`src/rtl/canwin_pkg.sv`:
```
package canwin_pkg;
  // Strobes passed from control to datapath
  typedef struct packed {
    logic rdStb;
    logic wrStb;
    logic violSet;
  } strobe_t;
endpackage

```
`src/rtl/canwin_dp.sv`:
```
module canwin_dp
  import canwin_pkg::*;
#(
  parameter int AW        = 23,
  parameter int NMOD      = 2,
  parameter int CW        = 4,
  parameter int OW        = 4,
  parameter int NCENTER   = 15,
  parameter int ARB_BYTES = 4,
  parameter int FMT_BYTES = 1,
  parameter int DATA_BYTES = 8,
  parameter logic [AW-1:0] LO_BASE = 23'h00EE00,
  parameter logic [AW-1:0] UP_BASE = 23'h401000,
  localparam int MODW = (NMOD > 1) ? $clog2(NMOD) : 1
) (
  input  logic            clk,
  input  logic            rst_n,
  input  logic [AW-1:0]   addr,
  input  logic            mapSel,
  input  logic            wideMode,
  input  strobe_t         strb,
  input  logic [NMOD-1:0] violClr,
  output logic            hit,
  output logic [MODW-1:0] modSel,
  output logic [CW-1:0]   centerIdx,
  output logic [OW-1:0]   byteOff,
  output logic            isCtrlByte,
  output logic            rdStb,
  output logic            wrStb,
  output logic [NMOD-1:0] viol
);
  localparam int CTRL_BYTES = ARB_BYTES + FMT_BYTES;
  localparam int DATA_BASE  = (1 << OW) - DATA_BYTES;
  localparam int PAGE_LSB   = OW + CW;
  localparam int UP_LSB     = OW + CW + MODW;
  localparam logic [AW-PAGE_LSB-1:0] LO_TAG = LO_BASE[AW-1:PAGE_LSB];
  localparam logic [AW-UP_LSB-1:0]   UP_TAG = UP_BASE[AW-1:UP_LSB];

  logic          loMatch, upMatch, ctrOk, offOk;
  logic [CW-1:0] rawCtr;
  logic [OW-1:0] rawOff;

  always_comb begin
    loMatch = !mapSel && (addr[AW-1:PAGE_LSB] == LO_TAG);
    upMatch = mapSel && wideMode && (addr[AW-1:UP_LSB] == UP_TAG);
    rawCtr  = addr[PAGE_LSB-1:OW];
    rawOff  = addr[OW-1:0];
    ctrOk   = (rawCtr != '0) && (rawCtr <= CW'(NCENTER));
    offOk   = (rawOff < OW'(CTRL_BYTES)) || (rawOff >= OW'(DATA_BASE));
    hit     = (loMatch || upMatch) && ctrOk && offOk;
    modSel    = (hit && upMatch) ? addr[PAGE_LSB +: MODW] : '0;
    centerIdx = hit ? rawCtr : '0;
    byteOff   = hit ? rawOff : '0;
    isCtrlByte = rawOff < OW'(DATA_BASE);
    rdStb = strb.rdStb;
    wrStb = strb.wrStb;
  end

  generate
    for (genvar m = 0; m < NMOD; m++) begin : g_viol
      always_ff @(posedge clk) begin
        if (!rst_n)                                        viol[m] <= 1'b0;
        else if (strb.violSet && (modSel == MODW'(m)))     viol[m] <= 1'b1;
        else if (violClr[m])                               viol[m] <= 1'b0;
      end

      p_viol_sticky_r8: assert property (@(posedge clk) disable iff (!rst_n)
        (viol[m] && !violClr[m]) |=> viol[m]);
      p_viol_clear_r9: assert property (@(posedge clk) disable iff (!rst_n)
        $fell(viol[m]) |-> $past(violClr[m]));
    end
  endgenerate

  p_upper_needs_wide_r3: assert property (@(posedge clk) disable iff (!rst_n)
    (hit && mapSel) |-> wideMode);
  p_miss_fields_zero_r1: assert property (@(posedge clk) disable iff (!rst_n)
    !hit |-> (centerIdx == '0 && byteOff == '0 && modSel == '0));
  p_hit_center_valid_r4: assert property (@(posedge clk) disable iff (!rst_n)
    hit |-> (centerIdx != '0));
endmodule

```
`src/rtl/canwin_ctrl.sv`:
```
module canwin_ctrl
  import canwin_pkg::*;
#(
  parameter int NMOD = 2,
  localparam int MODW = (NMOD > 1) ? $clog2(NMOD) : 1
) (
  input  logic            clk,
  input  logic            rst_n,
  input  logic            rdReq,
  input  logic            wrReq,
  input  logic            hit,
  input  logic [MODW-1:0] modSel,
  input  logic            isCtrlByte,
  input  logic [NMOD-1:0] protect,
  input  logic [NMOD-1:0] busy,
  output strobe_t         strb
);
  logic blocked;

  always_comb begin
    blocked      = protect[modSel] || (busy[modSel] && isCtrlByte);
    strb.rdStb   = rdReq && hit;
    strb.wrStb   = wrReq && hit && !blocked;
    strb.violSet = wrReq && hit && blocked;
  end

  p_protect_blocks_r6: assert property (@(posedge clk) disable iff (!rst_n)
    strb.wrStb |-> !protect[modSel]);
  p_busy_blocks_ctrl_r7: assert property (@(posedge clk) disable iff (!rst_n)
    (strb.wrStb && isCtrlByte) |-> !busy[modSel]);
  p_strobe_needs_hit_r5: assert property (@(posedge clk) disable iff (!rst_n)
    (strb.rdStb || strb.wrStb) |-> hit);
endmodule

```
`src/rtl/can_mc_decoder.sv`:
```
module can_mc_decoder
  import canwin_pkg::*;
#(
  parameter int AW   = 23,
  parameter int NMOD = 2,
  parameter int CW   = 4,
  parameter int OW   = 4,
  localparam int MODW = (NMOD > 1) ? $clog2(NMOD) : 1
) (
  input  logic            clk,
  input  logic            rst_n,
  input  logic [AW-1:0]   addr,
  input  logic            mapSel,
  input  logic            wideMode,
  input  logic            rdReq,
  input  logic            wrReq,
  input  logic [NMOD-1:0] protect,
  input  logic [NMOD-1:0] busy,
  input  logic [NMOD-1:0] violClr,
  output logic            hit,
  output logic [MODW-1:0] modSel,
  output logic [CW-1:0]   centerIdx,
  output logic [OW-1:0]   byteOff,
  output logic            rdStb,
  output logic            wrStb,
  output logic [NMOD-1:0] viol
);
  strobe_t strb;
  logic    isCtrlByte;

  canwin_dp #(.AW(AW), .NMOD(NMOD), .CW(CW), .OW(OW)) u_dp (
    .clk(clk), .rst_n(rst_n), .addr(addr), .mapSel(mapSel), .wideMode(wideMode),
    .strb(strb), .violClr(violClr), .hit(hit), .modSel(modSel),
    .centerIdx(centerIdx), .byteOff(byteOff), .isCtrlByte(isCtrlByte),
    .rdStb(rdStb), .wrStb(wrStb), .viol(viol)
  );

  canwin_ctrl #(.NMOD(NMOD)) u_ctrl (
    .clk(clk), .rst_n(rst_n), .rdReq(rdReq), .wrReq(wrReq), .hit(hit),
    .modSel(modSel), .isCtrlByte(isCtrlByte), .protect(protect), .busy(busy),
    .strb(strb)
  );
endmodule

```
`config.mk`:
```
export PLATFORM = sky130hd
export DESIGN_NAME = can_mc_decoder
export DESIGN_NICKNAME = d
export VERILOG_FILES = /design/src/rtl/canwin_pkg.sv /design/src/rtl/canwin_dp.sv /design/src/rtl/canwin_ctrl.sv /design/src/rtl/can_mc_decoder.sv
export SDC_FILE = /design/constraint.sdc
export NUM_CORES = 1
export LEC_CHECK = 0
export ABC_AREA = 1
export BUFFER_PORTS_ARGS = -buffer_cell sky130_fd_sc_hd__buf_2
export CELL_PAD_IN_SITES_DETAIL_PLACEMENT = 0
export CELL_PAD_IN_SITES_GLOBAL_PLACEMENT = 1
export CORE_ASPECT_RATIO = 0.7
export CORE_MARGIN = 4
export CORE_UTILIZATION = 16
export CTS_CLUSTER_SIZE = 24
export DETAILED_ROUTE_END_ITERATION = 8
export PLACE_DENSITY_LB_ADDON = 0.1
export SLEW_MARGIN = 20
export SYNTH_ARGS = -nofsm -noshare
export SYNTH_HDL_FRONTEND = slang
export SYNTH_SLANG_ARGS = --single-unit
```
`constraint.sdc`:
```
create_clock -name clk -period 1.2 [get_ports clk]
set_clock_uncertainty 0.15 [all_clocks]
set_input_delay 0.12 -clock clk [delete_from_list [all_inputs] [get_ports clk]]
set_output_delay 0.12 -clock clk [all_outputs]
set_load 0.02 [all_outputs]
```
# == Word-level counts from Yosys, hierarchy flattened ==
# Index checks and enable logic that the tools add are counted.
# W data, S select, Z words.
# op_classes
magnitude_cmp,5
eq_ne,2
n_mux,11
bitwise,1
n_reduce_logical,22
# ops
op,n
$eq A15 B8 Y1 const B,1
$eq A14 B14 Y1 const B,1
$logic_and A1 B1 Y1,14
$mux W1,9
$mux W4,2
$ge A4 B4 Y1 const B,1
$le A4 B4 Y1 const B,1
$lt A4 B3 Y1 const B,1
$lt A4 B4 Y1 const B,1
$reduce_bool A2 Y1,2
$reduce_bool A4 Y1,1
$logic_or A1 B1 Y1,3
$logic_not A1 Y1,2
$lt A1 B2 Y1 const B,1
$not A1 Y1,1
# totals
register_bits,2
in_bits,35

# == Depth between registers and ports, before layout ==
# Gate-level depths: netlist of the first run.
# logic_depth
ltp_word,14
depth_mapped,12

# == By module ==
# A second synthesis of the first run with hierarchy kept.
# hier_totals
cells_unflattened,92
hier_area_um2,451.7
# by_module_without_submodules
mod,instances,cells_per_inst,area_each_um2,seq_area_each_um2
canwin_dp,1,80,400.4,40.0
canwin_ctrl,1,12,51.3,0.0

# == Worst setup path before layout of the first run ==
# Ideal clock, no wire load.
# synth_path
kind,input to output
startpoint,in wideMode
endpoint,out wrStb
t_arrival_ns,1.340
t_required_ns,0.930
slack_ns,-0.410
path_stages,11
cell_sequence,nand2_1 -> inv_1 -> nand2_1 -> nor2_2 -> nand2_2 -> nand2_4 -> nand3_4 -> clkinv_1 -> nand3_1 -> nand2_2 -> nor3_1
# synth_via
elab_chain_len,13
elab_cells_between_ends,16
classes_between,5 x mux; 11 x reduce/logical
# synth_lines
element,line,rtl
start: declaration,can_mc_decoder.sv:14,"input logic wideMode,"
$logic_and A1 B1 Y1 * (2 in a row),canwin_dp.sv:45,upMatch = mapSel && wideMode && (addr[AW-1:UP_LSB] == UP_TAG);
$logic_or A1 B1 Y1 *,canwin_dp.sv:50,hit = (loMatch || upMatch) && ctrOk && offOk;
$logic_and A1 B1 Y1 * (2 in a row),canwin_dp.sv:50,
named net hit,can_mc_decoder.sv:20,"output logic hit,"
$logic_and A1 B1 Y1,canwin_dp.sv:51,modSel = (hit && upMatch) ? addr[PAGE_LSB +: MODW] : '0;
$mux W1,canwin_dp.sv:51,
$mux W1 (implied by the code) (2 in a row),canwin_ctrl.sv:21,blocked = protect[modSel] || (busy[modSel] && isCtrlByte);
$logic_and A1 B1 Y1,canwin_ctrl.sv:21,
$logic_or A1 B1 Y1,canwin_ctrl.sv:21,
$logic_not A1 Y1,canwin_ctrl.sv:23,strb.wrStb = wrReq && hit && !blocked;
$logic_and A1 B1 Y1 *,canwin_ctrl.sv:23,
end: declaration,can_mc_decoder.sv:25,"output logic wrStb,"
# Mark *: on every way through the listed nets, which the timed path passes. The rest lies on a longest branch. The select of a mux whose other input is x is not followed.

# == Worst setup path in the final report of the first run ==
# layout_path
startpoint,in addr[16]
endpoint,out wrStb
# layout_via
elab_chain_len,13
elab_cells_between_ends,18
classes_between,2 x eq/ne; 5 x mux; 11 x reduce/logical
# layout_lines
element,line,rtl
start: declaration,can_mc_decoder.sv:12,"input logic [AW-1:0] addr,"
$eq A15 B8 Y1 or $eq A14 B14 Y1 (tied branches),"canwin_dp.sv:44, canwin_dp.sv:45",
$logic_and A1 B1 Y1 (on tied branches),"canwin_dp.sv:44, canwin_dp.sv:45",
$logic_or A1 B1 Y1,canwin_dp.sv:50,
$logic_and A1 B1 Y1 (2 in a row),canwin_dp.sv:50,
$logic_and A1 B1 Y1,canwin_dp.sv:51,
$mux W1,canwin_dp.sv:51,
$mux W1 (implied by the code) (2 in a row),canwin_ctrl.sv:21,
$logic_and A1 B1 Y1,canwin_ctrl.sv:21,
$logic_or A1 B1 Y1,canwin_ctrl.sv:21,
$logic_not A1 Y1,canwin_ctrl.sv:23,
$logic_and A1 B1 Y1 *,canwin_ctrl.sv:23,
# Mark *: on every way between the ends. The rest lies on a longest branch, timed or not. The select of a mux whose other input is x is not followed.

==> results.md, run 1 <==
* Outcome: finished with violations
* Violated checks: negative setup slack
* Area of all placed cells without fillers at 1070 um^2
* First-pass GRT wire length at 2.42 mm
* Number of max-cap violations at 0
* Library cell used as clock root buffer: sky130_fd_sc_hd__clkbuf_8
* Global route total overflow at 0
* First-iteration detailed-routing DRC count at 6
* Clock latency on the worst-skew pair at 200 ps
* Setup slack of the most critical reg-to-reg path at 480 ps
* Hold Slack at 18.5 ps
* Share of cell area taken by muxes after synthesis at 0
* Endpoint type of the worst setup path: output pin
* Adder and majority gate portion of the synthesized area at 0
* Vias in the first global route at 658
* Data required, critical path at 930 ps
* Routed wire length at 1.54 mm
* Max-slew violation total from the final report at 0
* Detailed-route DRC error count at 0
* Most frequent standard cell in the layout excluding fill and tap cells: sky130_fd_sc_hd__buf_2
* Initial antenna violation count at 0
* Pin count of the biggest net entering global routing at 6
* Startpoint of the worst setup timing path: addr[16]
* Layout filler cell count at 288
* Num ports at 49
* Fraction of the core area covered by cells at the end of the flow at 0.431
* Setup violators final at 14
* Arrival time reported for the critical path endpoint at 1240 ps
* Syn Std Cell Area at 418 um^2
* Routed via count divided by cell count at 3.67
* Standard cell area after detailed placement at 830 um^2
* Routed length per instance at 8.66 um
* Core Region at 2480 um^2
* Warnings, synthesis at 0
* Fmax at 664 MHz
* Setup crit start kind: input port
* Site row count at 15
* Post-synth net total at 117
* Largest register FFs at 2
* Synthesized instance count at 82
* Start point of the worst min-delay path: rst_n
* Die boundary height at 50.8 um
* Max Buffers Root-to-Sink at 2
* Synth Register Bits at 2
* LEAKAGE at 0.572 nW
* Highest-count cells in the layout ignoring fill and taps: sky130_fd_sc_hd__buf_2, sky130_fd_sc_hd__buf_6, sky130_fd_sc_hd__inv_1, sky130_fd_sc_hd__nand2_1, sky130_fd_sc_hd__buf_4
* Net count of the finished layout at 181
* Count of placed standard cells including taps at 173
* Number of clock buffers inserted by TritonCTS at 3
* Final hold violation count at 0
* Overall global routing resource usage at 0.0824
* Total iterations of the first detailed-routing run at 4
* Tightest Pin Transition at 177 ps
* Post-synthesis to final-layout area growth at 155%
* Pwr per Cell Area at 458 nW/um^2
* Post-layout instance count excluding filler cells at 178
* Number of sinks on the clock net at 2
* Sum of net half-perimeters after detailed placement at 1.31 mm
* GPL Wtd Cong at 0.702
* Fraction of layout cells with a size suffix above 1 at 0.632
* RR Startpoint: u_dp.viol[0]$_SDFFE_PN0P_
* Number of diodes added for antenna fixing at 0
* Peak ir drop on the vdd network at 206 uV
* Total via count after detailed routing at 653
* Setup slack after layout at -306 ps
* Post-DRT Antenna Nets at 0
* Biggest register: u_dp.viol
* Simple-gate area share of the yosys netlist at 0.590
* Largest registers ranked by flip-flop count: u_dp.viol (2)
* Total die area at 3510 um^2
* Path class of the lowest-slack min-delay path: in2reg
* Total power of the final layout at 488 uW
* Worst slew slack as a fraction of its limit at 0.882
* Effective utilization at floorplan at 0.169
* Critical path class: in2out
* Die boundary width at 69.1 um
* Highest fanout seen on the critical path at 3
* Hold-fix buffer count after cts at 0
* Main combinational cell family by area after synthesis: simple AND/OR/NAND/NOR gates
* Minimum clock period at 1510 ps
* Compound-cell area share of the yosys netlist at 0.0719
* Fraction of the yosys area taken by sequential cells at 0.0958
* Unrepaired setup endpoints after global routing: true
* Buffers added on ports at 48
* Mean instance size in the synthesized netlist at 5.10 um^2
* CTS tree: built
* Count of cell types in the netlist at 17
* Period Utilization, post-route at 1.25
* Synth Area in XOR/XNOR at 0
* Reg clk slew, reported paths at 30 ps
* H-tree lvl count at 1
==> critical path, cell delays in order <==
cell and delay [ps]:
sky130_fd_sc_hd__buf_6 100, sky130_fd_sc_hd__nor2_4 90, sky130_fd_sc_hd__nand2_2 70, sky130_fd_sc_hd__nor2_2 120, sky130_fd_sc_hd__nand2_2 90, sky130_fd_sc_hd__nand2_4 100, sky130_fd_sc_hd__nand4_1 120, sky130_fd_sc_hd__nand2_1 100
sky130_fd_sc_hd__nand2_2 80, sky130_fd_sc_hd__nor3_4 120, sky130_fd_sc_hd__buf_6 140
==> final cells by class <==
class / instances / area, um^2 / area share
clock buffer: 3 / 41.3 / 0.0387
timing repair buffer: 60 / 474 / 0.444
multi-input combinational: 55 / 377 / 0.353
sequential: 2 / 40.0 / 0.0375
inverter: 24 / 92.6 / 0.0868
tap: 34 / 42.5 / 0.0399
==> cell usage after synthesis, drive strengths merged <==
cell | count | area, um^2
buf | 1 | 11.3
nor2 | 24 | 113
inv | 23 | 86.3
nand4 | 2 | 12.5
nand3 | 4 | 32.5
clkinv | 1 | 3.75
nand2 | 19 | 83.8
a21oi | 3 | 15.0
dfxtp | 2 | 40.0
nor3 | 1 | 5.00
a21o | 1 | 7.51
o211ai | 1 | 7.51
==> cells by family (layout without fill, tap and decap cells) <==
logic type,Yosys count,in the layout
AOI/OAI and AO/OA,5,5
buffers and inverters,25,87
DFF,2,2
and+or+nand+nor,50,50
==> per-stage QoR <==
| step | setup TNS (ps) | worst slack (ps) |
|---|---|---|
| after floorplan | -640 | -113 |
| after global placement | -3760 | -334 |
| after detailed placement | -3860 | -360 |
| after CTS | -3090 | -323 |
| after global routing | -4270 | -409 |
| final | -3020 | -306 |
==> path summary, 6_finish.rpt <==
kind                          endpoint  cells after the start
max reg2reg  u_dp.viol[0]$_SDFFE_PN0P_                      2
min          u_dp.viol[0]$_SDFFE_PN0P_                      3
min reg2reg  u_dp.viol[1]$_SDFFE_PN0P_                      2
max                              wrStb                     11
==> where the power goes <==
part | switching [mW] | internal [mW]
Clock | 0.0446 | 0.211
Combinational | 0.0689 | 0.0964
Sequential | 0.000000136 | 0.0671
Total | 0.114 | 0.375
==> layer usage <==
metal  global-route usage  share of wire
met2                0.131           0.45
met4               0.0292              0
met1                0.112           0.46
met5                    0              0
met3               0.0140          0.086
==> timing repair <==
| action | in CTS | in global routing |
|---|---|---|
| pin swaps | 11 | 12 |
| buffers inserted | 1 | 2 |
| endpoints found under the setup margin | 14 | 14 |
| endpoints found under the hold margin | 0 | 0 |
| resized for setup | 21 | 25 |
(Power assumes the default switching activity.)
==> inputs of run 2 (changes only) <==
--- a/config.mk
+++ b/config.mk
@@ -5,13 +5,13 @@
 export SDC_FILE = /design/constraint.sdc
 export NUM_CORES = 1
 export LEC_CHECK = 0
-export ABC_AREA = 1
 export BUFFER_PORTS_ARGS = -buffer_cell sky130_fd_sc_hd__buf_2
 export CELL_PAD_IN_SITES_DETAIL_PLACEMENT = 0
 export CELL_PAD_IN_SITES_GLOBAL_PLACEMENT = 1
 export CORE_ASPECT_RATIO = 0.7
 export CORE_MARGIN = 4
-export CORE_UTILIZATION = 16
+export CORE_UTILIZATION = 15
+export CTS_CLUSTER_DIAMETER = 100
 export CTS_CLUSTER_SIZE = 24
 export DETAILED_ROUTE_END_ITERATION = 8
 export PLACE_DENSITY_LB_ADDON = 0.1
==> run 2 against run 1 <==
  * The flow still finishes with violations (negative setup slack)
  * Utilization down 3.1 points
  * Setup slack got worse by 270 ps
  * Final cell count is 24% lower
  * Via count is 15% lower
  * Fmax fell by 15%
  * Global-route usage increased by 1.3 points
  * Critical path depth fell by 5
  * Largest power group unchanged
==> results.md, run 2 <==
* Number of max-cap violations at 0
* Standard cell area after detailed placement at 703 um^2
* Setup crit start kind: input port
* Highest-count cells in the layout ignoring fill and taps: sky130_fd_sc_hd__buf_2, sky130_fd_sc_hd__buf_6, sky130_fd_sc_hd__buf_4, sky130_fd_sc_hd__and2_2, sky130_fd_sc_hd__and2_4
* Overall global routing resource usage at 0.0954
* Synthesized instance count at 42
* Sum of net half-perimeters after detailed placement at 1.29 mm
* Core Region at 2150 um^2
* Period Utilization, post-route at 1.48
* Setup violators final at 14
* Most frequent standard cell in the layout excluding fill and tap cells: sky130_fd_sc_hd__buf_2
* Arrival time reported for the critical path endpoint at 1510 ps
* Count of placed standard cells including taps at 130
* Setup slack after layout at -578 ps
* Vias in the first global route at 509
* Max-slew violation total from the final report at 0
* Buffers added on ports at 48
* Routed via count divided by cell count at 4.13
* Total via count after detailed routing at 558
* Count of cell types in the netlist at 27
* Warnings, synthesis at 0
* Main area contributors after synthesis: sky130_fd_sc_hd__and2_1, sky130_fd_sc_hd__dfxtp_1, sky130_fd_sc_hd__nor4_4
* Post-synth net total at 77
* Global route total overflow at 0
* Highest fanout seen on the critical path at 5
* Fraction of the yosys area taken by sequential cells at 0.117
* Site row count at 14
* Path class of the lowest-slack min-delay path: in2reg
* Data required, critical path at 930 ps
* Biggest register: u_dp.viol
* Effective utilization at floorplan at 0.159
* Largest registers ranked by flip-flop count: u_dp.viol (2)
* Unrepaired setup endpoints after global routing: true
* Post-DRT Antenna Nets at 0
* Fmax at 563 MHz
* Routed wire length at 1.55 mm
* Tightest Pin Transition at 342 ps
* Largest register FFs at 2
* Die boundary height at 47.9 um
* Total die area at 3120 um^2
* Post-synthesis to final-layout area growth at 152%
* Initial antenna violation count at 0
* Reg clk slew, reported paths at 30 ps
* Num ports at 49
* Synth Register Bits at 2
* Primary flip-flop cell chosen by synthesis mapping: sky130_fd_sc_hd__dfxtp_1
* Number of diodes added for antenna fixing at 0
* Minimum clock period at 1780 ps
* Syn Std Cell Area at 342 um^2
* Most repeated cell in the gate-level netlist after synthesis: sky130_fd_sc_hd__and2_1
* Critical path class: in2out
* Library cell used as clock root buffer: sky130_fd_sc_hd__clkbuf_4
* CTS tree: built
* Die boundary width at 65.0 um
* Number of clock buffers inserted by TritonCTS at 3
* Endpoint type of the worst setup path: output pin
* Max Buffers Root-to-Sink at 2
* Final hold violation count at 0
* Async set-reset flop share out of synthesis at 0
* Fraction of the core area covered by cells at the end of the flow at 0.400
* LEAKAGE at 0.424 nW
* GPL Wtd Cong at 0.681
* H-tree lvl count at 1
* Worst slew slack as a fraction of its limit at 0.771
* First-iteration detailed-routing DRC count at 23
* Pwr per Cell Area at 379 nW/um^2
* First-pass GRT wire length at 2.24 mm
* Detailed-route DRC error count at 0
* Hold-fix buffer count after cts at 0
* Top-area cell type share of the netlist area at 0.183
* Fraction of layout cells with a size suffix above 1 at 0.786
* Number of flops mapped to enable cells by yosys at 0
* Routed length per instance at 11.5 um
* Pin count of the biggest net entering global routing at 7
* Area of all placed cells without fillers at 862 um^2
* Violated checks: negative setup slack
* Post-synthesis cell type with the largest combined area: sky130_fd_sc_hd__and2_1
* Mean instance size in the synthesized netlist at 8.13 um^2
* Clock latency on the worst-skew pair at 230 ps
* Peak ir drop on the vdd network at 441 uV
* Outcome: finished with violations
* Net count of the finished layout at 140
* Post-layout instance count excluding filler cells at 135
* Number of sinks on the clock net at 2
* Total iterations of the first detailed-routing run at 4
## run 2: final cells by class
class	instances	area [um^2]
clock buffer	3	22.5
fill	230	1290
inverter	1	3.75
multi-input combinational	38	354
sequential	2	40.0
tap	32	40.0
timing repair buffer	59	402
## run 2: power by group
group / switching (mW) / leakage (nW) / internal, mW
clock network: 0.0414 / 0.0138 / 0.111
logic: 0.0435 / 0.394 / 0.0640
registers: 0.000000133 / 0.0161 / 0.0670
## run 2: cell families (layout without fill, tap and decap cells)
group	Yosys count	count (layout)	synth area share
flops	2	2	0.117
buf+inv	3	63	0.0549
compound gates	11	12	0.234
simple gates	26	26	0.593
## run 2: critical path: stages
cell                      delay [ps]
sky130_fd_sc_hd__buf_6            90
sky130_fd_sc_hd__or4_4           550
sky130_fd_sc_hd__nor4_4          210
sky130_fd_sc_hd__o211a_2         270
sky130_fd_sc_hd__and2_2          160
sky130_fd_sc_hd__buf_6           110
## run 2: metal layers
| metal | track usage | wire [um] | vias to the layer above |
|---|---|---|---|
| met5 | 0 | 0 | - |
| met3 | 0.0540 | 161 | 0 |
| met2 | 0.128 | 609 | 31 |
| met1 | 0.133 | 775 | 233 |
| met4 | 0.0124 | 0 | 0 |
| li1 | - | - | 294 |
## run 2: path summary, 6_finish.rpt
path / start / end / slack (ps) / depth (start not counted)
worst max-delay path: addr[19] / centerIdx[0] / -580 / 6
worst min-delay path: violClr[1] / u_dp.viol[1]$_SDFFE_PN0P_ / 20 / 3
worst max register to register: u_dp.viol[1]$_SDFFE_PN0P_ / u_dp.viol[1]$_SDFFE_PN0P_ / 500 / 2
worst min register to register: u_dp.viol[0]$_SDFFE_PN0P_ / u_dp.viol[0]$_SDFFE_PN0P_ / 330 / 2
## run 2: timing repair
action	CTS	global route
endpoints found under the setup margin	14	14
gates resized for setup	34	2
pin swaps	7	4
buffers inserted	1	0
gates cloned	1	0
## run 2: through the flow
| step | power, mW | hold WS (ps) | setup slack, ps | setup TNS [ps] |
|---|---|---|---|---|
| 2_1_floorplan | 0.0903 | 111 | -505 | -6060 |
| 3_3_place_gp | 0.168 | 246 | -752 | -9770 |
| 3_5_place_dp | 0.169 | 249 | -792 | -10200 |
| 4_1_cts | 0.335 | 10.1 | -597 | -7670 |
| 5_1_grt | 0.358 | 31.2 | -651 | -8230 |
| 6_report | 0.327 | 16.8 | -578 | -7180 |
==> inputs of run 3 (changes only) <==
--- a/config.mk
+++ b/config.mk
@@ -10,7 +10,7 @@
 export CELL_PAD_IN_SITES_GLOBAL_PLACEMENT = 1
 export CORE_ASPECT_RATIO = 0.7
 export CORE_MARGIN = 4
-export CORE_UTILIZATION = 15
+export CORE_UTILIZATION = 17
 export CTS_CLUSTER_DIAMETER = 100
 export CTS_CLUSTER_SIZE = 24
 export DETAILED_ROUTE_END_ITERATION = 8
==> constraint.sdc (replaced) <==
create_clock -name clk -period 1.9 [get_ports clk]
set_clock_uncertainty 0.15 [all_clocks]
set_input_delay 0.19 -clock clk [delete_from_list [all_inputs] [get_ports clk]]
set_output_delay 0.19 -clock clk [all_outputs]
set_load 0.02 [all_outputs]
==> run 3 against run 2 <==
  * The run still ends with negative setup slack left
  * Via count grew 1.4%
  * Combinational power fell by 43%
  * Global-route usage rose by 0.64 points
  * Sequential power shrank 37%
  * Critical path depth unchanged
  * Power is 39% lower
  * Register-to-register slack improved by 690 ps
  * Largest cell class unchanged
  * Highest routed layer unchanged
==> results.md, run 3 (synthesis gave the netlist of run 2 again) <==
* Initial antenna violation count at 0
* RR Startpoint: u_dp.viol[0]$_SDFFE_PN0P_
* Arrival time reported for the critical path endpoint at 1600 ps
* Detailed-route DRC error count at 0
* Path class of the lowest-slack min-delay path: in2reg
* Effective utilization at floorplan at 0.181
* Minimum clock period at 1940 ps
* Critical path class: in2out
* Count of placed standard cells including taps at 116
* Buffers inserted by post-CTS timing repair at 0
* Number of sinks on the clock net at 2
* Endpoint type of the worst setup path: output pin
* H-tree lvl count at 1
* Unrepaired setup endpoints after global routing: true
* Number of max-cap violations at 0
* Final hold violation count at 0
* Num ports at 49
* Total via count after detailed routing at 566
* Routed wire length at 1.49 mm
* Post-synthesis to final-layout area growth at 130%
* Total die area at 2800 um^2
* Global route total overflow at 0
* Routed length per instance at 12.4 um
* Highest-count cells in the layout ignoring fill and taps: sky130_fd_sc_hd__buf_2, sky130_fd_sc_hd__buf_6, sky130_fd_sc_hd__and2_4, sky130_fd_sc_hd__buf_4
* Site row count at 13
* Largest register FFs at 2
* GPL Wtd Cong at 0.620
* Total power of the final layout at 198 uW
* Setup violators final at 8
* Sum of net half-perimeters after detailed placement at 1.20 mm
* Peak ir drop on the vdd network at 288 uV
* Most frequent standard cell in the layout excluding fill and tap cells: sky130_fd_sc_hd__buf_2
* Vias in the first global route at 524
* First-iteration detailed-routing DRC count at 13
* Max-slew violation total from the final report at 0
* Area of all placed cells without fillers at 787 um^2
* Number of clock buffers inserted by TritonCTS at 3
* Routed via count divided by cell count at 4.72
* Sum of negative setup slack at -78.2 ps
* Violated checks: negative setup slack
* Setup slack of the most critical reg-to-reg path at 1190 ps
* Library cell used as clock root buffer: sky130_fd_sc_hd__clkbuf_4
* Largest registers ranked by flip-flop count: u_dp.viol (2)
* LEAKAGE at 0.407 nW
* Clock latency on the worst-skew pair at 230 ps
* Tightest Pin Transition at 438 ps
* Outcome: finished with violations
* Post-layout instance count excluding filler cells at 120
* Post-Place Setup Slack at -211 ps
* Die boundary height at 45.5 um
* Hold-fix buffer count after cts at 0
* Standard cell area after detailed placement at 639 um^2
* CP Capture Point: wrStb
* Fmax at 515 MHz
* Total iterations of the first detailed-routing run at 3
* Buffers added on ports at 48
* Pwr per Cell Area at 252 nW/um^2
* Pin count of the biggest net entering global routing at 7
* Reg clk slew, reported paths at 30 ps
* CTS tree: built
* Period Utilization, post-route at 1.02
* Setup crit start kind: input port
* Overall global routing resource usage at 0.102
* Length in cells of the worst reg-to-reg path at 2
* Data required, critical path at 1560 ps
* Fraction of the core area covered by cells at the end of the flow at 0.417
* Worst slew slack as a fraction of its limit at 0.707
* Core Region at 1890 um^2
* Die boundary width at 61.6 um
* Max Buffers Root-to-Sink at 2
* Post-DRT Antenna Nets at 0
* First-pass GRT wire length at 2.14 mm
* Setup slack after layout at -41.4 ps
* Fraction of layout cells with a size suffix above 1 at 0.714
* Capture point of the worst reg-to-reg path: u_dp.viol[0]$_SDFFE_PN0P_
* Biggest register: u_dp.viol
* Startpoint of the worst setup timing path: addr[19]
* Net count of the finished layout at 135
* Number of diodes added for antenna fixing at 0
* Hold Slack at 84.6 ps
* Highest fanout seen on the critical path at 6
[run 3: cell types whose count changed in the layout (fill, tap and decap cells not counted), moves of 2 or more]
| cell | before | now |
|---|---|---|
| sky130_fd_sc_hd__and2_2 | 5 | 0 |
| sky130_fd_sc_hd__and2_4 | 4 | 7 |
| sky130_fd_sc_hd__buf_4 | 10 | 7 |
| sky130_fd_sc_hd__and2_1 | 1 | 3 |
| sky130_fd_sc_hd__buf_6 | 13 | 11 |
[run 3: power by group]
part           switching [mW]  internal, mW  total [mW]
Combinational          0.0253        0.0360      0.0613
Sequential       0.0000000913        0.0423      0.0423
Clock                  0.0250        0.0697      0.0947
[run 3: how the worst min path moves through the flow]
| stage | startpoint | endpoint | slack (ps) | cells after the start |
|---|---|---|---|---|
| finish | rst_n | u_dp.viol[0]$_SDFFE_PN0P_ | 80 | 3 |
| global route | rst_n | u_dp.viol[0]$_SDFFE_PN0P_ | 90 | 3 |
| CTS | rst_n | u_dp.viol[0]$_SDFFE_PN0P_ | 80 | 3 |
| detailed placement | rst_n | u_dp.viol[1]$_SDFFE_PN0P_ | 320 | 3 |
| global placement | violClr[1] | u_dp.viol[1]$_SDFFE_PN0P_ | 320 | 3 |
| floorplan | rst_n | u_dp.viol[0]$_SDFFE_PN0P_ | 180 | 2 |
[run 3: worst max-delay path: stages]
cell and delay [ps]:
sky130_fd_sc_hd__buf_6 90, sky130_fd_sc_hd__or4_4 550, sky130_fd_sc_hd__nor4_4 240, sky130_fd_sc_hd__o211a_4 250, sky130_fd_sc_hd__o211a_1 170, sky130_fd_sc_hd__buf_6 120
[run 3: repair_timing]
item | 4_1_cts | 5_1_grt
cloned | 1 | 0
setup endpoints to repair | 11 | 11
pin swaps | 7 | 2
resized for setup | 30 | 5
[run 3: per-layer routing]
layer	GRT usage	wire, um
met1	0.120	611
met2	0.177	734
met3	0.0255	146
met4	0.0381	0
met5	0	0
[run 3: cell type report]
type                       instances  area (um^2)
clock buffer                       3         22.5
fill                             199         1100
inverter                           1         3.75
multi-input combinational         38          337
sequential                         2         40.0
tap                               22         27.5
timing repair buffer              54          357
